$ cat src/rtl/balancer_pkg.sv
package balancer_pkg;

  typedef enum logic [2:0] {
    ST_IDLE,
    ST_SETTLE,
    ST_REQ1,
    ST_REQ2,
    ST_DECIDE,
    ST_ENDWAIT
  } pass_state_t;

  // strobes from control to datapath
  typedef struct packed {
    logic clrShunts;
    logic capCell1;
    logic capCell2;
    logic applyDecision;
  } strobe_t;

endpackage

$ cat src/rtl/balancer_control.sv
module balancer_control
  import balancer_pkg::*;
#(
  parameter int IVW = 16,
  parameter int DW  = 16,
  parameter int TOW = 16
) (
  input  logic           clk,
  input  logic           rstN,
  input  logic           secTick,
  input  logic           cellValid,
  input  logic [IVW-1:0] intervalSecs,
  input  logic [DW-1:0]  startDelay,
  input  logic [DW-1:0]  endDelay,
  input  logic [TOW-1:0] measTimeout,
  output strobe_t        strobes,
  output logic           chargeSuspend,
  output logic           cellReq,
  output logic           cellSel,
  output logic           measFault
);

  localparam int CNT_W = (DW > TOW) ? DW : TOW;

  pass_state_t state, nextState;
  logic [CNT_W-1:0] waitCnt;
  logic [IVW-1:0]   tickCnt;
  logic             tickDone;
  logic             timeoutHit;
  logic             startHit;
  logic             endHit;
  logic             toLimit;

  assign tickDone = ({1'b0, tickCnt} + (IVW+1)'(1)) >= {1'b0, intervalSecs};
  assign startHit = (waitCnt == CNT_W'(startDelay));
  assign endHit   = (waitCnt == CNT_W'(endDelay));
  assign toLimit  = (waitCnt == CNT_W'(measTimeout));

  always_comb begin
    nextState  = state;
    strobes    = '0;
    timeoutHit = 1'b0;
    unique case (state)
      ST_IDLE: begin
        if (secTick && tickDone) begin
          nextState = ST_SETTLE;
          strobes.clrShunts = 1'b1;
        end
      end
      ST_SETTLE: if (startHit) nextState = ST_REQ1;
      ST_REQ1: begin
        if (cellValid) begin
          strobes.capCell1 = 1'b1;
          nextState = ST_REQ2;
        end else if (toLimit) begin
          timeoutHit = 1'b1;
          nextState = ST_ENDWAIT;
        end
      end
      ST_REQ2: begin
        if (cellValid) begin
          strobes.capCell2 = 1'b1;
          nextState = ST_DECIDE;
        end else if (toLimit) begin
          timeoutHit = 1'b1;
          nextState = ST_ENDWAIT;
        end
      end
      ST_DECIDE: begin
        strobes.applyDecision = 1'b1;
        nextState = ST_ENDWAIT;
      end
      ST_ENDWAIT: if (endHit) nextState = ST_IDLE;
      default: nextState = ST_IDLE;
    endcase
  end

  always_ff @(posedge clk or negedge rstN) begin
    if (!rstN) begin
      state     <= ST_IDLE;
      waitCnt   <= '0;
      tickCnt   <= '0;
      measFault <= 1'b0;
    end else begin
      state     <= nextState;
      measFault <= timeoutHit;
      if (nextState != state) waitCnt <= '0;
      else                    waitCnt <= waitCnt + CNT_W'(1);
      if (state != ST_IDLE)   tickCnt <= '0;
      else if (secTick)       tickCnt <= tickDone ? '0 : tickCnt + IVW'(1);
    end
  end

  assign chargeSuspend = (state == ST_SETTLE) || (state == ST_REQ1) ||
                         (state == ST_REQ2)   || (state == ST_DECIDE);
  assign cellReq = (state == ST_REQ1) || (state == ST_REQ2);
  assign cellSel = (state == ST_REQ2);

endmodule

$ cat src/rtl/balancer_datapath.sv
module balancer_datapath
  import balancer_pkg::*;
#(
  parameter int VW = 12,
  parameter int IW = 12
) (
  input  logic          clk,
  input  logic          rstN,
  input  strobe_t       strobes,
  input  logic          shuntClear,
  input  logic          dischargePhase,
  input  logic          cvMode,
  input  logic [IW-1:0] chargeCurrent,
  input  logic [VW-1:0] cellVolt,
  input  logic [VW-1:0] chgMinDiff,
  input  logic [VW-1:0] dchgMinDiff,
  input  logic [VW-1:0] midVolt,
  input  logic [IW-1:0] minBalCurrent,
  output logic          shunt1En,
  output logic          shunt2En
);

  logic [VW-1:0] v1Q, v2Q;
  logic [VW-1:0] maxV, minV, diffV;
  logic          cell1Higher;
  logic          lowCurrentCv;
  logic          chgWant, dchgWant, balWant;
  logic [1:0]    nextShunts;
  logic [1:0]    shuntQ;

  always_comb begin
    cell1Higher  = v1Q > v2Q;
    maxV         = cell1Higher ? v1Q : v2Q;
    minV         = cell1Higher ? v2Q : v1Q;
    diffV        = maxV - minV;
    lowCurrentCv = cvMode && (chargeCurrent < minBalCurrent);
    chgWant      = (diffV > chgMinDiff) && !lowCurrentCv;
    dchgWant     = (diffV > dchgMinDiff) && (maxV >= midVolt);
    balWant      = dischargePhase ? dchgWant : chgWant;
    nextShunts   = balWant ? (cell1Higher ? 2'b01 : 2'b10) : 2'b00;
  end

  always_ff @(posedge clk or negedge rstN) begin
    if (!rstN) begin
      v1Q    <= '0;
      v2Q    <= '0;
      shuntQ <= 2'b00;
    end else begin
      if (strobes.capCell1) v1Q <= cellVolt;
      if (strobes.capCell2) v2Q <= cellVolt;
      if (shuntClear || strobes.clrShunts) shuntQ <= 2'b00;
      else if (strobes.applyDecision)      shuntQ <= nextShunts;
    end
  end

  assign shunt1En = shuntQ[0];
  assign shunt2En = shuntQ[1];

endmodule

$ cat src/rtl/cell_shunt_balancer.sv
module cell_shunt_balancer
  import balancer_pkg::*;
#(
  parameter int VW  = 12,
  parameter int IW  = 12,
  parameter int IVW = 16,
  parameter int DW  = 16,
  parameter int TOW = 16
) (
  input  logic           clk,
  input  logic           rstN,
  input  logic           shuntClear,
  input  logic           secTick,
  input  logic           dischargePhase,
  input  logic           cvMode,
  input  logic [IW-1:0]  chargeCurrent,
  input  logic [VW-1:0]  cellVolt,
  input  logic           cellValid,
  output logic           cellReq,
  output logic           cellSel,
  input  logic [IVW-1:0] intervalSecs,
  input  logic [DW-1:0]  startDelay,
  input  logic [DW-1:0]  endDelay,
  input  logic [TOW-1:0] measTimeout,
  input  logic [VW-1:0]  chgMinDiff,
  input  logic [VW-1:0]  dchgMinDiff,
  input  logic [VW-1:0]  midVolt,
  input  logic [IW-1:0]  minBalCurrent,
  output logic           chargeSuspend,
  output logic           shunt1En,
  output logic           shunt2En,
  output logic           measFault
);

  strobe_t strobes;

  balancer_control #(.IVW(IVW), .DW(DW), .TOW(TOW)) ctrl_i (
    .clk(clk), .rstN(rstN), .secTick(secTick), .cellValid(cellValid),
    .intervalSecs(intervalSecs), .startDelay(startDelay),
    .endDelay(endDelay), .measTimeout(measTimeout),
    .strobes(strobes), .chargeSuspend(chargeSuspend),
    .cellReq(cellReq), .cellSel(cellSel), .measFault(measFault)
  );

  balancer_datapath #(.VW(VW), .IW(IW)) dp_i (
    .clk(clk), .rstN(rstN), .strobes(strobes), .shuntClear(shuntClear),
    .dischargePhase(dischargePhase), .cvMode(cvMode),
    .chargeCurrent(chargeCurrent), .cellVolt(cellVolt),
    .chgMinDiff(chgMinDiff), .dchgMinDiff(dchgMinDiff),
    .midVolt(midVolt), .minBalCurrent(minBalCurrent),
    .shunt1En(shunt1En), .shunt2En(shunt2En)
  );

endmodule

$ cat config.mk
export PLATFORM = sky130hd
export DESIGN_NAME = cell_shunt_balancer
export DESIGN_NICKNAME = d
export VERILOG_FILES = /design/src/rtl/balancer_pkg.sv /design/src/rtl/balancer_control.sv /design/src/rtl/balancer_datapath.sv /design/src/rtl/cell_shunt_balancer.sv
export SDC_FILE = /design/constraint.sdc
export NUM_CORES = 1
export LEC_CHECK = 0
export ABC_CLOCK_PERIOD_IN_PS = 12150
export BUFFER_PORTS_ARGS = -buffer_cell sky130_fd_sc_hd__buf_2
export CAP_MARGIN = 20
export CORE_MARGIN = 2
export CORE_UTILIZATION = 55
export CTS_BUF_LIST = sky130_fd_sc_hd__clkbuf_8
export DETAILED_ROUTE_END_ITERATION = 16
export GPL_ROUTABILITY_DRIVEN = 0
export PLACE_DENSITY = 0.88
export SETUP_SLACK_MARGIN = 0.15
export SLEW_MARGIN = 20
export SYNTH_ARGS = -nofsm -noshare
export SYNTH_HDL_FRONTEND = slang
export SYNTH_SLANG_ARGS = --single-unit
$ cat constraint.sdc
create_clock -name clk -period 12.15 [get_ports clk]
set_input_delay 1.8225 -clock clk [delete_from_list [all_inputs] [get_ports clk]]
set_output_delay 1.8225 -clock clk [all_outputs]
set_load 0.02 [all_outputs]
==> run summary, run 1 <==
Drt first pass iters -> 5
CP Launch Type -> flip-flop
# port buffers -> 148
Commonest non-fill, non-tap cell in the layout -> buf_2
H-tree depth -> 3
Post-Route Skew -> 0.0186 ns
Setup_tns -> 0 ns
Max Cap Viol -> 0
Largest area contributor in the netlist -> dfrtp_1
Post-synth ARST share -> 1.00
Post-Syn Nets -> 935
Total grt overflow -> 0
Top fanout value on the critical path -> 35
Number of nets with antenna violations after routing -> 0
Synth top area cells -> dfrtp_1 (26%), ha_1 (16%), xnor2_1 (7.1%)
TritonCTS Sinks -> 62
Starting DRC count in detailed routing -> 228
First-pass GRT wire length -> 23.9 mm
Grt peak-use layer -> met2
Routed vias -> 5496
PwrDens -> 76.8 mW/mm²
Dpl cell area -> 0.00688 mm²
Met3 Use GR -> 0.0377
VDD IR max -> 0.0541 mV
Buf/Inv on CP -> 2
Hpwl dp -> 11.6 mm
Tmin final -> 5.21 ns
RSZ-0062 raised after global routing -> no
Avg Vias per Cell -> 5.57
Slew Limit Fails -> 0
CTS tree -> yes
Leakage -> 3.81 nW
CP most frequent cell -> ha_1
Wirelength per Cell -> 14.5 µm
Hold buffer count at cts -> 0
Synthesized area -> 0.00607 mm²
Post-route DRC -> 0
GRT Util Overall -> 0.252
Final wirelength -> 14.3 mm
Worst path max stage delay -> 0.51 ns
Die X -> 109 µm
CTS Buf Count -> 9
Post-synth top flop -> dfrtp_1
Initial antenna violation count -> 0
Clock-pin slew on the worst setup and hold paths -> 0.09 ns
Site Rows -> 38
Clk root buf -> clkbuf_8
Area growth syn-to-layout -> 17.4%
Seq cells post-synth -> 62
Crit-path cells -> inv_1 > ha_1 > nand4_2 > nor2_2 > nand4_2 > o31a_4 > o22a_1 > ha_1 > inv_1 > o311ai_2 > a221oi_4 > o211ai_2 > or4_1 > and3_1 > ha_1 > nand4_1 > nor2_1 > a2111oi_0 > nor4_1 > nand3_1 > o311ai_0
Syn Area/Cell -> 8.51 µm²
CP delay by family, top -> compound AO/OA/AOI/OAI gates
Largest net degree at the start of global routing -> 63
Initial core utilization -> 0.563
Design area -> 0.00713 mm²
Commonest cells after routing, fill and taps aside -> buf_2 (148), inv_1 (79), ha_1 (78)
CP max-delay cell -> or4_1
Post-CTS Setup Bufs -> 0
# IOs -> 149
Synth cell types -> 58
Peak Freq -> 192 MHz
Longest Clk Path Bufs -> 2
Later-pin clock latency in the skew report -> 0.36 ns
Fin nets -> 1063
Post-synth EDFFs -> 0
Core area -> 0.0108 mm²
CP Class -> flip-flop to flip-flop
Yosys top cell area share -> 0.255
Die area -> 0.0119 mm²
Antenna diodes -> 0
Seq/Total Area, Yosys -> 0.255
Layout cell share with drive strength beyond 1 -> 0.242
Synth warn -> 0
Final Hold Fails -> 0
Post-CTS Resized -> 0
Max-slew headroom -> 0.343
DIE HEIGHT -> 109 µm
CP arrival -> 5.43 ns
Worst-Margin Slew -> 0.982 ns
Final setup fails -> 0
Critical Path RT -> 12.37 ns
Period Utilization, post-route -> 0.429
Vias in the first global route -> 5287
Worst setup EP type -> flip-flop
Met1 usage -> 0.317
Synthesized instance count -> 714
Hold Crit Class -> flip-flop to flip-flop
Outcome -> completed
GR Layer Usage met2 -> 0.437
path summary, 6_finish.rpt:
kind | start | to | slack, ns | cells after the start
worst max register to register | dp_i.v2Q[10] | dp_i.shuntQ[1] | 6.94 | 21
worst min register to register | dp_i.shuntQ[0] | dp_i.shuntQ[0] | 0.51 | 2
worst max-delay path | dp_i.v2Q[10] | dp_i.shuntQ[1] | 6.94 | 21
worst min-delay path | dp_i.shuntQ[0] | dp_i.shuntQ[0] | 0.51 | 2
max in group asynchronous | rstN | dp_i.v2Q[3] | 9.99 | 2
min in group asynchronous | rstN | ctrl_i.tickCnt[9] | 1.61 | 2
area by class of cell:
cell class | count | area [µm²]
clock buffer | 9 | 124
tap | 140 | 175
inverter | 79 | 297
timing repair buffer | 150 | 756
multi-input combinational | 540 | 4100
clock inverter | 7 | 123
fill | 868 | 3660
sequential | 62 | 1550
stage by stage:
stage / cells / util / setup slack, ns / total power, mW / hold WS (ns)
6_report: 987 / 0.661 / 6.94 / 0.548 / 0.506
5_1_grt: 987 / 0.661 / 6.40 / 0.577 / 0.546
3_3_place_gp: 971 / 0.637 / 7.20 / 0.325 / 0.488
4_1_cts: 987 / 0.660 / 6.95 / 0.554 / 0.520
2_1_floorplan: 714 / - / 7.19 / 0.286 / 0.479
3_5_place_dp: 971 / 0.637 / 6.95 / 0.329 / 0.500
power breakdown:
| part | internal (mW) | total (mW) | leakage, nW | switching, mW |
|---|---|---|---|---|
| sequential | 0.212 | 0.228 | 0.847 | 0.0157 |
| combinational | 0.0507 | 0.0971 | 2.85 | 0.0464 |
| clock | 0.137 | 0.223 | 0.116 | 0.0863 |
| total | 0.399 | 0.548 | 3.81 | 0.148 |
routing by layer:
metal / up-vias / part of all wire
met2: 211 / 0.47
li1: 2763 / -
met4: 0 / 0.025
met1: 2493 / 0.44
met3: 29 / 0.060
met5: - / 0
synthesized netlist by cell type (4+ instances only):
cell and count:
clkbuf_1 26, a31oi_1 4, ha_1 78, o21a_1 4, nor2b_1 9, o21ai_0 43, nor2_1 43, nand2_1 37
nand4_1 21, a21o_1 21, nor3_1 6, dfrtp_1 62, mux2_2 23, nor4_1 10, inv_1 79, nand3_1 32
o211ai_1 6, and3_1 12, a22o_1 8, nor3b_1 4, o311ai_0 7, and2_1 4, buf_2 5, xnor2_1 49
o22ai_1 6, xor2_1 35, nand2b_1 14, a21oi_1 23
kinds of logic after synthesis:
group,synth area share
AO/OA/AOI/OAI,0.171
XOR/XNOR,0.121
adder cells (fa/ha/maj),0.161
buffers and inverters,0.0702
flip-flops,0.255
multiplexers,0.0459
AND/OR/NAND/NOR,0.175
worst min-delay path: stages (launching register included):
cell and delay [ns]:
dfrtp_1 0.35, nand2_1 0.05, o211ai_1 0.07
state kept, by name, indices dropped and copies added, names as in the netlist:
name,count
dp_i.v1Q,12
ctrl_i.state,3
ctrl_i.measFault,1
dp_i.shuntQ,2
ctrl_i.waitCnt,16
dp_i.v2Q,12
ctrl_i.tickCnt,16
Note: power is estimated with default switching activity, not from simulation.
==> run 2, diff against run 1 <==
--- a/config.mk
+++ b/config.mk
@@ -5,7 +5,8 @@
 export SDC_FILE = /design/constraint.sdc
 export NUM_CORES = 1
 export LEC_CHECK = 0
-export ABC_CLOCK_PERIOD_IN_PS = 12150
+export ABC_AREA = 1
+export ABC_CLOCK_PERIOD_IN_PS = 5200
 export BUFFER_PORTS_ARGS = -buffer_cell sky130_fd_sc_hd__buf_2
 export CAP_MARGIN = 20
 export CORE_MARGIN = 2
@@ -13,7 +14,7 @@
 export CTS_BUF_LIST = sky130_fd_sc_hd__clkbuf_8
 export DETAILED_ROUTE_END_ITERATION = 16
 export GPL_ROUTABILITY_DRIVEN = 0
-export PLACE_DENSITY = 0.88
+export PLACE_DENSITY = 0.87
 export SETUP_SLACK_MARGIN = 0.15
 export SLEW_MARGIN = 20
 export SYNTH_ARGS = -nofsm -noshare
==> constraint.sdc (replaced) <==
create_clock -name clk -period 5.2 [get_ports clk]
set_input_delay 0.78 -clock clk [delete_from_list [all_inputs] [get_ports clk]]
set_output_delay 0.78 -clock clk [all_outputs]
set_load 0.02 [all_outputs]
==> run summary, run 2 <==
Post-route DRC -> 0
Synth Area in XOR/XNOR -> 0.0898
Post-CTS Setup Bufs -> 0
Worst hold margin -> 0.487 ns
# IOs -> 149
H-tree depth -> 3
Outcome -> completed
Internal -> 902 µW
Seq pwr share -> 0.442
Comb pwr share -> 0.278
PwrDens -> 182 mW/mm²
Starting DRC count in detailed routing -> 310
RSZ-0062 raised after global routing -> no
CP arrival -> 4.50 ns
Post-synthesis simple-gate area fraction -> 0.282
CTS Buf Count -> 9
Post-synth ARST share -> 1.00
Period Utilization, post-route -> 0.813
Final setup fails -> 0
Synth Area in Compound Gates -> 0.110
CP max-delay cell -> dfrtp_1
Worst Reg-to-Reg Cells -> 30
Synth cell types -> 42
CTS tree -> yes
Peak Freq -> 237 MHz
Core area -> 0.0114 mm²
VDD IR max -> 0.180 mV
Hold buffer count at cts -> 0
Later-pin clock latency in the skew report -> 0.34 ns
Max Cap Viol -> 0
Synthesized area -> 0.00644 mm²
Clock-pin slew on the worst setup and hold paths -> 0.06 ns
Tmin final -> 4.23 ns
Synth cell count leaders -> nand2_1 (214), inv_1 (180), ha_1 (78)
Slew Limit Fails -> 0
Hold Crit Class -> flip-flop to flip-flop
Dpl cell area -> 0.00725 mm²
PnR worst setup slack -> 0.972 ns
Post-CTS Resized -> 0
Die area -> 0.0126 mm²
Initial antenna violation count -> 1
Leakage -> 4.20 nW
Post-Place Setup Slack -> 1.05 ns
Antenna diodes -> 0
Critical Path RT -> 5.47 ns
Setup_tns -> 0 ns
Sw Share -> 0.331
TritonCTS Sinks -> 62
# port buffers -> 148
Power, Total -> 1.35 mW
Post-synth EDFFs -> 0
Hold depth -> 2
Wirelength per Cell -> 12.5 µm
Largest net degree at the start of global routing -> 63
Worst-Margin Slew -> 0.808 ns
Site Rows -> 39
Largest family of logic cells by synthesized area -> simple AND/OR/NAND/NOR gates
Most frequent cell after synthesis -> nand2_1
Final Hold Fails -> 0
Final wirelength -> 15.0 mm
Commonest cells after routing, fill and taps aside -> nand2_1 (214), inv_1 (180), buf_2 (148)
Seq/Total Area, Yosys -> 0.241
DIE HEIGHT -> 112 µm
Registers with the most flip-flops -> ctrl_i.tickCnt (16), ctrl_i.waitCnt (16)
Commonest non-fill, non-tap cell in the layout -> nand2_1
R2R Path Start -> dp_i.v1Q[7]
Design area -> 0.00742 mm²
Worst path max stage delay -> 0.42 ns
Cell Count, Final, Fillers Out -> 1204
Routed vias -> 6195
Top fanout value on the critical path -> 18
Longest Clk Path Bufs -> 2
CP Launch Point -> dp_i.v1Q[7]
Max-slew headroom -> 0.460
Worst setup EP type -> flip-flop
Hold_sp -> dp_i.shuntQ[1]
CP most frequent cell -> nand2_1
GRT Util Overall -> 0.244
Hpwl dp -> 12.4 mm
CP Launch Type -> flip-flop
Area growth syn-to-layout -> 15.3%
Largest area contributor in the netlist -> dfrtp_1
Fin nets -> 1278
Yosys top cell area share -> 0.241
Post-synth top flop -> dfrtp_1
Vias in the first global route -> 5968
Total grt overflow -> 0
Clk pwr share -> 0.280
Mux contribution to synthesized area -> 0
Die X -> 112 µm
Placed instance count -> 1189
Syn Area/Cell -> 7.01 µm²
Seq cells post-synth -> 62
Clk root buf -> clkbuf_8
Synth Area in Adders -> 0.152
Synthesized instance count -> 918
First-pass GRT wire length -> 25.8 mm
Avg Vias per Cell -> 5.15
Drt first pass iters -> 5
Layout cell share with drive strength beyond 1 -> 0.203
Synth warn -> 0
Fin util -> 0.650
Number of nets with antenna violations after routing -> 0
Psw -> 446 µW
Synth top area cells -> dfrtp_1 (24%), ha_1 (15%), nand2_1 (12%)
Post-Route Skew -> 0.00846 ns
Post-Syn Nets -> 1139
Initial core utilization -> 0.564
CP Class -> flip-flop to flip-flop
-- run 2: cell types whose count changed after synthesis, moves of 18 or more --
| cell | change |
|---|---|
| nand2_1 | +177 |
| inv_1 | +101 |
| mux2_2 | -23 |
| nand3_1 | +22 |
| a21o_1 | -19 |
| a21oi_1 | +18 |
-- run 2: kinds of logic after synthesis --
family	count (synthesis)
fa+ha+maj	78
flops	62
simple gates	389
xor+xnor	66
buf+inv	205
compound gates	118
-- run 2: layout make-up --
class	count	area [µm²]
clock buffer	11	151
fill	1033	4000
clock inverter	4	22.5
inverter	184	691
multi-input combinational	651	4080
tap	143	179
sequential	62	1550
timing repair buffer	149	748
-- run 2: final timing paths --
check / end / slack, ns
max: dp_i.shuntQ[0] / 0.97
min: dp_i.shuntQ[1] / 0.49
max reg2reg: dp_i.shuntQ[0] / 0.97
min reg2reg: dp_i.shuntQ[1] / 0.49
max in group asynchronous: ctrl_i.tickCnt[3] / 4.05
min in group asynchronous: ctrl_i.tickCnt[11] / 0.59
-- run 2: critical path, delay by kind of cell (launching register included) --
kind / cells / cell delay, ns
AND/OR/NAND/NOR: 20 / 2.05
buffers and inverters: 2 / 0.13
adder cells (fa/ha/maj): 3 / 0.90
AO/OA/AOI/OAI: 5 / 0.66
flip-flops: 1 / 0.42
-- run 2: power by group through the flow --
stage	combinational [mW]	sequential (mW)	clock, mW
after global placement	0.365	0.600	0
after global routing	0.429	0.603	0.405
after CTS	0.379	0.595	0.386
after floorplan	0.309	0.555	0
final	0.375	0.596	0.378
after detailed placement	0.377	0.602	0
-- run 2: per-layer routing --
metal	vias up	wire length [µm]	part of all wire	GRT usage
li1	3185	-	-	-
met4	2	155	0.010	0.0537
met1	2766	6500	0.43	0.314
met2	228	7270	0.48	0.431
met5	-	11	0.00073	0
met3	14	1080	0.072	0.0416
